<file path="src/rtl/spi_cmd_pkg.sv">
package spi_cmd_pkg;
   localparam logic [7:0] A_MODE  = 8'h00;
   localparam logic [7:0] A_EVENT = 8'h04;
   localparam logic [7:0] A_MASK  = 8'h08;
   localparam logic [7:0] A_CMD   = 8'h0C;
   localparam logic [7:0] A_TXQ   = 8'h10;
   localparam logic [7:0] A_RXQ   = 8'h14;
   localparam logic [7:0] A_CSCFG = 8'h20;

   localparam int MB_EN   = 31;
   localparam int MB_LOOP = 30;

   localparam int EB_TNF  = 8;
   localparam int EB_RNE  = 9;
   localparam int EB_OVF  = 11;
   localparam int EB_TXT  = 12;
   localparam int EB_RXT  = 13;
   localparam int EB_DONE = 14;

   localparam logic [31:0] MODE_RST   = 32'h0000_0403;
   localparam logic [31:0] MODE_WMASK = 32'hC000_3F3F;
endpackage

</file>
<file path="src/rtl/spi_byte_fifo.sv">
module spi_byte_fifo #(
   parameter int DEPTH = 32,
   parameter int LANES = 4,
   localparam int AW = $clog2(DEPTH),
   localparam int CW = AW + 1
) (
   input  logic               clk,
   input  logic               rst_n,
   input  logic [2:0]         push_n,
   input  logic [8*LANES-1:0] push_word,
   input  logic [2:0]         pop_n,
   output logic [CW-1:0]      count,
   output logic [8*LANES-1:0] head,
   output logic               push_drop
);
   logic [7:0]    mem [DEPTH];
   logic [AW-1:0] wptr, rptr;
   logic [CW-1:0] cnt, free_c, acc_c, pop_c;

   if (LANES > 7 || CW < 3) begin : g_bad_cfg
      $error("spi_byte_fifo: LANES must be below 8 and DEPTH at least 4");
   end

   always_comb begin
      free_c    = CW'(DEPTH) - cnt;
      push_drop = CW'(push_n) > free_c;
      acc_c     = push_drop ? free_c : CW'(push_n);
      pop_c     = (CW'(pop_n) > cnt) ? cnt : CW'(pop_n);
   end

   always_ff @(posedge clk) begin
      for (int k = 0; k < LANES; k++) begin
         if (CW'(k) < acc_c) mem[wptr + AW'(k)] <= push_word[8*(LANES-1-k) +: 8];
      end
   end

   always_ff @(posedge clk or negedge rst_n) begin
      if (!rst_n) begin
         wptr <= '0;
         rptr <= '0;
         cnt  <= '0;
      end else begin
         wptr <= wptr + AW'(acc_c);
         rptr <= rptr + AW'(pop_c);
         cnt  <= cnt + acc_c - pop_c;
      end
   end

   for (genvar k = 0; k < LANES; k++) begin : g_head
      assign head[8*(LANES-1-k) +: 8] = mem[rptr + AW'(k)];
   end

   assign count = cnt;

   // the fill level never passes the depth
   a_r2_fifo_bound: assert property (@(posedge clk) disable iff (!rst_n)
      cnt <= CW'(DEPTH));
endmodule

</file>
<file path="src/rtl/spi_txn_seq.sv">
module spi_txn_seq #(
   parameter int NUM_CS = 4,
   parameter int LEN_W  = 16,
   localparam int CNT_W = LEN_W + 1
) (
   input  logic              clk,
   input  logic              rst_n,
   input  logic              enable,
   input  logic              cmd_go,
   input  logic [1:0]        cmd_cs,
   input  logic [LEN_W-1:0]  cmd_len,
   input  logic              tx_avail,
   input  logic              eng_tx_ready,
   input  logic              eng_rx_valid,
   output logic              active,
   output logic [1:0]        cs_sel,
   output logic [NUM_CS-1:0] cs_n,
   output logic              eng_tx_valid,
   output logic              tx_pop,
   output logic              rx_take,
   output logic              finish
);
   logic [CNT_W-1:0] tx_left, rx_left;
   logic             start;

   assign start        = cmd_go && enable && !active;
   assign eng_tx_valid = active && enable && tx_avail && (tx_left != '0);
   assign tx_pop       = eng_tx_valid && eng_tx_ready;
   assign rx_take      = active && eng_rx_valid && (rx_left != '0);
   assign finish       = rx_take && (rx_left == CNT_W'(1));

   always_ff @(posedge clk or negedge rst_n) begin
      if (!rst_n) begin
         active  <= 1'b0;
         cs_sel  <= '0;
         tx_left <= '0;
         rx_left <= '0;
      end else if (start) begin
         active  <= 1'b1;
         cs_sel  <= cmd_cs;
         tx_left <= {1'b0, cmd_len} + CNT_W'(1);
         rx_left <= {1'b0, cmd_len} + CNT_W'(1);
      end else begin
         if (tx_pop)  tx_left <= tx_left - CNT_W'(1);
         if (rx_take) rx_left <= rx_left - CNT_W'(1);
         if (finish)  active  <= 1'b0;
      end
   end

   for (genvar i = 0; i < NUM_CS; i++) begin : g_cs
      assign cs_n[i] = !(active && cs_sel == 2'(i));
   end

   // at most one chip-select is driven low
   a_r4_cs_onehot: assert property (@(posedge clk) disable iff (!rst_n)
      $onehot0(~cs_n));
   // the selected chip-select holds until the transaction ends
   a_r4_cs_hold: assert property (@(posedge clk) disable iff (!rst_n)
      active && !finish |=> active && $stable(cs_sel));
   // the last received byte releases the chip-select
   a_r5_release: assert property (@(posedge clk) disable iff (!rst_n)
      finish |=> !active);
   // a byte is offered only while a transaction runs
   a_r6_offer_active: assert property (@(posedge clk) disable iff (!rst_n)
      eng_tx_valid |-> active);
endmodule

</file>
<file path="src/rtl/spi_cmd_ctrl.sv">
module spi_cmd_ctrl
   import spi_cmd_pkg::*;
#(
   parameter int FIFO_DEPTH = 32,
   parameter int NUM_CS     = 4,
   parameter int LEN_W      = 16,
   localparam int FCW = $clog2(FIFO_DEPTH) + 1
) (
   input  logic              clk,
   input  logic              rst_n,
   input  logic              bus_wr,
   input  logic              bus_rd,
   input  logic [7:0]        bus_addr,
   input  logic              bus_byte,
   input  logic [31:0]       bus_wdata,
   output logic [31:0]       bus_rdata,
   output logic              irq,
   output logic              loop_en,
   output logic [NUM_CS-1:0] cs_n,
   output logic [31:0]       cs_cfg,
   output logic              eng_tx_valid,
   input  logic              eng_tx_ready,
   output logic [7:0]        eng_tx_data,
   input  logic              eng_rx_valid,
   input  logic [7:0]        eng_rx_data
);
   if (FIFO_DEPTH < 4 || FIFO_DEPTH > 32 || (FIFO_DEPTH & (FIFO_DEPTH - 1)) != 0) begin : g_bad_depth
      $error("spi_cmd_ctrl: FIFO_DEPTH must be a power of two from 4 to 32");
   end
   if (NUM_CS < 1 || NUM_CS > 4) begin : g_bad_cs
      $error("spi_cmd_ctrl: NUM_CS must be 1 to 4");
   end
   if (LEN_W < 1 || LEN_W > 16) begin : g_bad_len
      $error("spi_cmd_ctrl: LEN_W must be 1 to 16");
   end

   logic [31:0]    mode_q, cmd_q, ev_word, rx_word;
   logic [15:0]    mask_q;
   logic           ev_done, ev_ovf, mode_en;
   logic [31:0]    csm [NUM_CS];
   logic [FCW-1:0] tx_cnt, rx_cnt;
   logic [31:0]    tx_head, rx_head;
   logic           tx_drop, rx_drop;
   logic           wr_mode, wr_ev, wr_mask, wr_cmd, wr_tx, rd_rx;
   logic           active, tx_pop, rx_take, finish;
   logic [1:0]     cs_sel;
   logic [2:0]     tx_push_n, rx_pop_n;
   logic           unused_tx;

   assign mode_en = mode_q[MB_EN];
   assign loop_en = mode_q[MB_LOOP];
   assign wr_mode = bus_wr && bus_addr == A_MODE;
   assign wr_ev   = bus_wr && bus_addr == A_EVENT;
   assign wr_mask = bus_wr && bus_addr == A_MASK;
   assign wr_cmd  = bus_wr && bus_addr == A_CMD;
   assign wr_tx   = bus_wr && bus_addr == A_TXQ;
   assign rd_rx   = bus_rd && bus_addr == A_RXQ;

   assign tx_push_n = wr_tx ? (bus_byte ? 3'd1 : 3'd4) : 3'd0;
   assign rx_pop_n  = rd_rx ? (bus_byte ? 3'd1 : 3'd4) : 3'd0;

   spi_byte_fifo #(.DEPTH(FIFO_DEPTH), .LANES(4)) u_txq (
      .clk       (clk),
      .rst_n     (rst_n),
      .push_n    (tx_push_n),
      .push_word (bus_byte ? {bus_wdata[7:0], 24'h0} : bus_wdata),
      .pop_n     ({2'b00, tx_pop}),
      .count     (tx_cnt),
      .head      (tx_head),
      .push_drop (tx_drop)
   );

   spi_byte_fifo #(.DEPTH(FIFO_DEPTH), .LANES(4)) u_rxq (
      .clk       (clk),
      .rst_n     (rst_n),
      .push_n    ({2'b00, rx_take}),
      .push_word ({eng_rx_data, 24'h0}),
      .pop_n     (rx_pop_n),
      .count     (rx_cnt),
      .head      (rx_head),
      .push_drop (rx_drop)
   );

   spi_txn_seq #(.NUM_CS(NUM_CS), .LEN_W(LEN_W)) u_seq (
      .clk          (clk),
      .rst_n        (rst_n),
      .enable       (mode_en),
      .cmd_go       (wr_cmd),
      .cmd_cs       (bus_wdata[31:30]),
      .cmd_len      (bus_wdata[LEN_W-1:0]),
      .tx_avail     (tx_cnt != '0),
      .eng_tx_ready (eng_tx_ready),
      .eng_rx_valid (eng_rx_valid),
      .active       (active),
      .cs_sel       (cs_sel),
      .cs_n         (cs_n),
      .eng_tx_valid (eng_tx_valid),
      .tx_pop       (tx_pop),
      .rx_take      (rx_take),
      .finish       (finish)
   );

   assign eng_tx_data = tx_head[31:24];
   assign unused_tx   = ^{tx_head[23:0], tx_drop, active};

   always_ff @(posedge clk or negedge rst_n) begin
      if (!rst_n) begin
         mode_q  <= MODE_RST;
         mask_q  <= '0;
         cmd_q   <= '0;
         ev_done <= 1'b0;
         ev_ovf  <= 1'b0;
      end else begin
         if (wr_mode) mode_q <= bus_wdata & MODE_WMASK;
         if (wr_mask) mask_q <= bus_wdata[15:0];
         if (wr_cmd)  cmd_q  <= bus_wdata;
         if (finish)                          ev_done <= 1'b1;
         else if (wr_ev && bus_wdata[EB_DONE]) ev_done <= 1'b0;
         if (rx_take && rx_drop)              ev_ovf  <= 1'b1;
         else if (wr_ev && bus_wdata[EB_OVF])  ev_ovf  <= 1'b0;
      end
   end

   for (genvar i = 0; i < NUM_CS; i++) begin : g_cscfg
      always_ff @(posedge clk or negedge rst_n) begin
         if (!rst_n) csm[i] <= '0;
         else if (bus_wr && !mode_en && bus_addr == A_CSCFG + 8'(4*i)) csm[i] <= bus_wdata;
      end
   end

   always_comb begin
      cs_cfg = '0;
      for (int i = 0; i < NUM_CS; i++) begin
         if (cs_sel == 2'(i)) cs_cfg = csm[i];
      end
   end

   always_comb begin
      ev_word = '0;
      ev_word[29:24]   = 6'(rx_cnt);
      ev_word[21:16]   = 6'(tx_cnt);
      ev_word[EB_DONE] = ev_done;
      ev_word[EB_RXT]  = 6'(rx_cnt) > mode_q[5:0];
      ev_word[EB_TXT]  = 6'(tx_cnt) < mode_q[13:8];
      ev_word[EB_OVF]  = ev_ovf;
      ev_word[EB_RNE]  = rx_cnt != '0;
      ev_word[EB_TNF]  = tx_cnt != FCW'(FIFO_DEPTH);
   end

   assign irq = |(ev_word[15:0] & mask_q);

   always_comb begin
      for (int k = 0; k < 4; k++) begin
         rx_word[8*(3-k) +: 8] = (FCW'(k) < rx_cnt) ? rx_head[8*(3-k) +: 8] : 8'h00;
      end
      if (bus_byte) rx_word = {24'h0, rx_word[31:24]};
   end

   always_comb begin
      bus_rdata = '0;
      case (bus_addr)
         A_MODE:  bus_rdata = mode_q;
         A_EVENT: bus_rdata = ev_word;
         A_MASK:  bus_rdata = {16'h0, mask_q};
         A_CMD:   bus_rdata = cmd_q;
         A_RXQ:   bus_rdata = rx_word;
         default: begin
            for (int i = 0; i < NUM_CS; i++) begin
               if (bus_addr == A_CSCFG + 8'(4*i)) bus_rdata = csm[i];
            end
         end
      endcase
   end

   // the configuration words do not move while enabled
   a_r11_cfg_locked: assert property (@(posedge clk) disable iff (!rst_n)
      mode_en |=> $stable(csm[0]));
   // an overflow flag appears only after a dropped byte or with one already held
   a_r8_ovf_cause: assert property (@(posedge clk) disable iff (!rst_n)
      $rose(ev_ovf) |-> $past(rx_take && rx_cnt == FCW'(FIFO_DEPTH)));
endmodule

</file>
<file path="config.mk">
export PLATFORM = sky130hd
export DESIGN_NAME = spi_cmd_ctrl
export DESIGN_NICKNAME = d
export VERILOG_FILES = /design/src/rtl/spi_cmd_pkg.sv /design/src/rtl/spi_byte_fifo.sv /design/src/rtl/spi_txn_seq.sv /design/src/rtl/spi_cmd_ctrl.sv
export SDC_FILE = /design/constraint.sdc
export NUM_CORES = 2
export LEC_CHECK = 0
export ABC_AREA = 1
export CAP_MARGIN = 0
export CORE_ASPECT_RATIO = 1.75
export CORE_MARGIN = 1
export CORE_UTILIZATION = 49
export DETAILED_ROUTE_END_ITERATION = 8
export GPL_TIMING_DRIVEN = 0
export PLACE_DENSITY_LB_ADDON = 0.25
export SYNTH_ARGS = -nofsm -noshare
export SYNTH_HDL_FRONTEND = slang
export SYNTH_HIERARCHICAL = 1
export SYNTH_SLANG_ARGS = --single-unit
</file>
<file path="constraint.sdc">
create_clock -name clk -period 10.9 [get_ports clk]
set_clock_uncertainty 0.2 [all_clocks]
set_input_delay 1.09 -clock clk [delete_from_list [all_inputs] [get_ports clk]]
set_output_delay 1.09 -clock clk [all_outputs]
set_load 0.005 [all_outputs]
</file>
==> results of run 1 <==
## metal layers
| metal | GRT overflow | GRT usage, % |
|---|---|---|
| met1 | 27 | 76.2 |
| met3 | 51 | 62.2 |
| met4 | 932 | 84.9 |
| met2 | 2118 | 100 |
| met5 | 2 | 29.2 |
## through the flow
stage | setup WS, ns | cells
after CTS | 2.49 | 12097
after detailed placement | 3.26 | 11956
after global placement | -3.01 | 11934
after floorplan | 6.26 | 10116
==> summary.md, run 1 <==
| Metric | Value |
|---|---|
| CTS buffer count | `77` |
| Final Wtd Congestion | `roughly 1.6` |
| Clock buffer depth | `3` |
| Post-Syn Area | `0.0649 mm²` |
| Status | `aborted with a tool error` |
| Largest net degree at the start of global routing | `123` |
| Total track usage | `about four fifths` |
| Vias in the first global route | `a little over 90,000` |
| Stopped at | `global routing (5_1_grt)` |
| Initial Utilization | `between 40% and 50%` |
| Detail Placement HPWL | `337,000 µm` |
| Mapped Cells | `10,005` |
| Total grt overflow | `3,130` |
| Rows | `176` |
| Global-route wire length before repair | `798,000 µm` |
| # H-tree levels | `3` |
| Post_cts resized | `0` |
| IO Port Bufs | `approximately 130` |
| Io pins | `134` |
| Setup repair bufs after CTS | `0` |
| Die height | `between 400 and 500 µm` |
| # hold bufs at CTS | `0` |
| Log Error | `[ERROR GRT-0116] Global routing finished with congestion. Check the congestion regions in the DRC Viewer.` |
| Yosys warns | `6` |
| DP Area | `0.0690 mm²` |
| CTS Root Cell | `clkbuf_16` |
| Die W | `277 µm` |
| Avg Inst Size Synth | `6.49 µm²` |
==> inputs of run 2 (changes only) <==
Settings changed: CORE_ASPECT_RATIO 1.75 to default, CORE_UTILIZATION 49 to 34, PLACE_DENSITY_LB_ADDON 0.25 to 0.15.
==> summary.md, run 2 <==
| Metric | Value |
|---|---|
| Worst Tran Pin Value | `1.75 ns` |
| Most common cell after layout, fill and taps aside | `nand2_1` |
| Via count | `between 70,000 and 80,000` |
| Die W | `439 µm (+58%)` |
| Vias in the first global route | `71,129` |
| Int Pwr | `8.99 mW` |
| Initial antenna violation count | `19` |
| Mapped Cells | `10,005 (unchanged)` |
| Most frequent cells in the layout | `nand2_1 (3,286), nand3_1 (1,867), inv_1 (805), nor2_1 (640), o21ai_0 (562)` |
| Layout Nets | `10,484` |
| Crit path max fanout | `10` |
| P&R area growth vs syn | `12.9%` |
| Data required time at the worst endpoint | `9.61 ns` |
| Wire length on met2 | `195,000 µm` |
| RSZ-0062 raised after global routing | `false` |
| CTS Root Cell | `clkbuf_16` |
| # hold bufs at CTS | `0 (unchanged)` |
| Net switching power | `13.4 mW` |
| Layout cells sized above 1 | `7.63%` |
| Yosys warns | `6 (unchanged)` |
| Clock buffer depth | `3 (unchanged)` |
| CTS tree | `yes` |
| Clock share of power | `15.4%` |
| Final Wtd Congestion | `1.16 (-26%)` |
| Post-Syn Area | `0.0649 mm² (unchanged)` |
| Violated checks | `design-rule violations, max-capacitance violations, max-slew violations` |
| Pre-antenna DRT Iters | `9` |
| Crit-path cells | `clkbuf_1 > inv_1 > clkbuf_1 > clkbuf_1 > ha_1 > inv_1 > clkbuf_1 > clkbuf_1 > nand2_1 > nand3_1 > nand3_1 > nand3_1 > nand2_1 > nand2_1 > nor2_1 > nor2_1 > nor2_1 > clkdlybuf4s50_1` |
| Layout Cells excl Fill | `between 10,000 and 15,000` |
| Top Metal Used | `met5` |
| Slew HR | `-16.9%` |
| CP endpoint kind | `primary output` |
| Crit path arrival time | `6.38 ns` |
| Status | `complete, but fails checks` |
| Regs by FF count | `u_rxq/mem: 256 flops, u_txq/mem: 256 flops, csm: 128 flops` |
| DRC viols | `1` |
| HP Class | `in -> async` |
| Clk sinks | `773` |
| Avg Inst Size Synth | `6.49 µm² (unchanged)` |
| Final period util | `70.4%` |
| Fillers | `20,561` |
| Slowest CP cell | `clkbuf_1` |
| Non-Filler Cell Area, Final | `0.0733 mm²` |
| Setup repair bufs after CTS | `0 (unchanged)` |
| Sw frac | `59.8%` |
| Reg clk slew, reported paths | `0.06 ns` |
| Total track usage | `47.3%` |
| Total grt overflow | `0` |
| Final hold violation count | `0` |
| Post-DRT Antenna Nets | `0` |
| Starting DRC count in detailed routing | `13,251` |
| Fmax | `130 MHz` |
| Global-route wire length before repair | `623,000 µm` |
| Final min period | `7.67 ns` |
| CTS buffer count | `95 (+23%)` |
| Max Transition Viols Final | `400` |
| Post-Route WL | `roughly 470,000 µm` |
| CP startpoint | `u_rxq/rptr[0]$_DFF_PN0_` |
| M1 WL | `about 170,000 µm` |
| Placed Instances | `12,761 (+6.7%)` |
| Initial Utilization | `34.2% (-15 points)` |
| Average wire per standard cell | `36.3 µm` |
| Core Area | `0.190 mm²` |
| # H-tree levels | `3 (unchanged)` |
| TNS Setup | `0 ns` |
| Io pins | `134 (unchanged)` |
| Max rail drop VDD | `0.000194 V` |
| IO Port Bufs | `127 (unchanged)` |
| CP most frequent cell | `clkbuf_1` |
| Rows | `160 (-9.1%)` |
| Comb power frac | `63.1%` |
| Vias/cell | `6.15` |
| Clk Latency, worst-skew pair | `0.78 ns` |
| Hold WS | `0.0434 ns` |
| Largest net degree at the start of global routing | `between 100 and 150` |
| Final setup vio count | `0` |
| Die height | `439 µm (-9.2%)` |
| Post_cts resized | `0 (unchanged)` |
| Max-Cap Viols | `39` |
| Cell Pwr Density | `305 mW/mm²` |
| Part of the power in registers | `21.6%` |
| CP startpoint kind | `register` |
| DIE AREA | `0.193 mm²` |
| Met3 routed WL | `55,000 µm` |
| Detail Placement HPWL | `355,000 µm (+5.5%)` |
| Max incr delay on CP | `0.68 ns` |
| Crit Path Class | `reg -> out` |
| DP Area | `0.0699 mm² (+1.3%)` |
| P_leak | `between 30 and 40 nW` |
| RR Startpoint | `u_rxq/count[0]$_DFF_PN0_` |
-- run 2: final cells by class --
| type | instances | area, µm² | share of cell area [%] |
|---|---|---|---|
| Sequential cell | 773 | 21900 | 29.9 |
| Multi-Input combinational cell | 7763 | 36900 | 50.4 |
| Inverter | 897 | 3380 | 4.61 |
| Antenna cell | 11 | 27.5 | 0.0376 |
| Tap cell | 2511 | 3140 | 4.29 |
| Timing Repair Buffer | 137 | 1450 | 1.98 |
| Clock inverter | 61 | 704 | 0.961 |
| Buffer | 683 | 3190 | 4.35 |
| Clock buffer | 114 | 2570 | 3.51 |
-- run 2: power by group through the flow --
stage / combinational [mW] / sequential, mW / clock, mW
floorplan: 6.96 / 4.34 / 0
global route: 14.3 / 4.80 / 3.54
CTS: 13.2 / 4.76 / 3.44
detailed placement: 13.1 / 4.82 / 0
global placement: 13.2 / 4.81 / 0
finish: 14.1 / 4.82 / 3.43
-- run 2: critical path: cells and delay by family, from the launching register on --
family | cells | cell delay, ns
adder cells (fa/ha/maj) | 1 | 0.39
buffers and inverters | 8 | 3.47
flip-flops | 1 | 0.41
AND/OR/NAND/NOR | 9 | 1.28
-- run 2: per-stage QoR --
| stage | utilization (%) | setup WS [ns] | power (mW) |
|---|---|---|---|
| after floorplan | - | 6.26 | 11.3 |
| after global placement | 36.7 | -3.54 | 18.0 |
| after detailed placement | 36.8 | 4.21 | 17.9 |
| after CTS | 38.5 | 3.36 | 21.4 |
| after global routing | 38.6 | 3.12 | 22.6 |
| final | 38.6 | 3.23 | 22.4 |
-- run 2: routing by layer --
layer / global-route usage (%) / up-vias
met4: 41.4 / 24
met2: 69.5 / 6263
met3: 12.6 / 1819
met1: 56.9 / 37977
met5: 0 / -
li1: - / 33624
-- run 2: worst paths after layout --
path	to	slack (ns)	depth (start not counted)
setup / recovery	bus_rdata[21]	3.23	18
hold / removal	u_seq/tx_left[13]$_DFFE_PN0P_	0.04	1
setup reg to reg	u_rxq/mem[5][3]$_DFFE_PP_	4.83	15
hold reg to reg	csm[7]$_DFFE_PN0P_	0.28	2
max in group asynchronous	u_rxq/wptr[4]$_DFF_PN0_	9.44	2
min in group clk	csm[7]$_DFFE_PN0P_	0.28	2
Note: power is estimated with default switching activity, not from simulation.
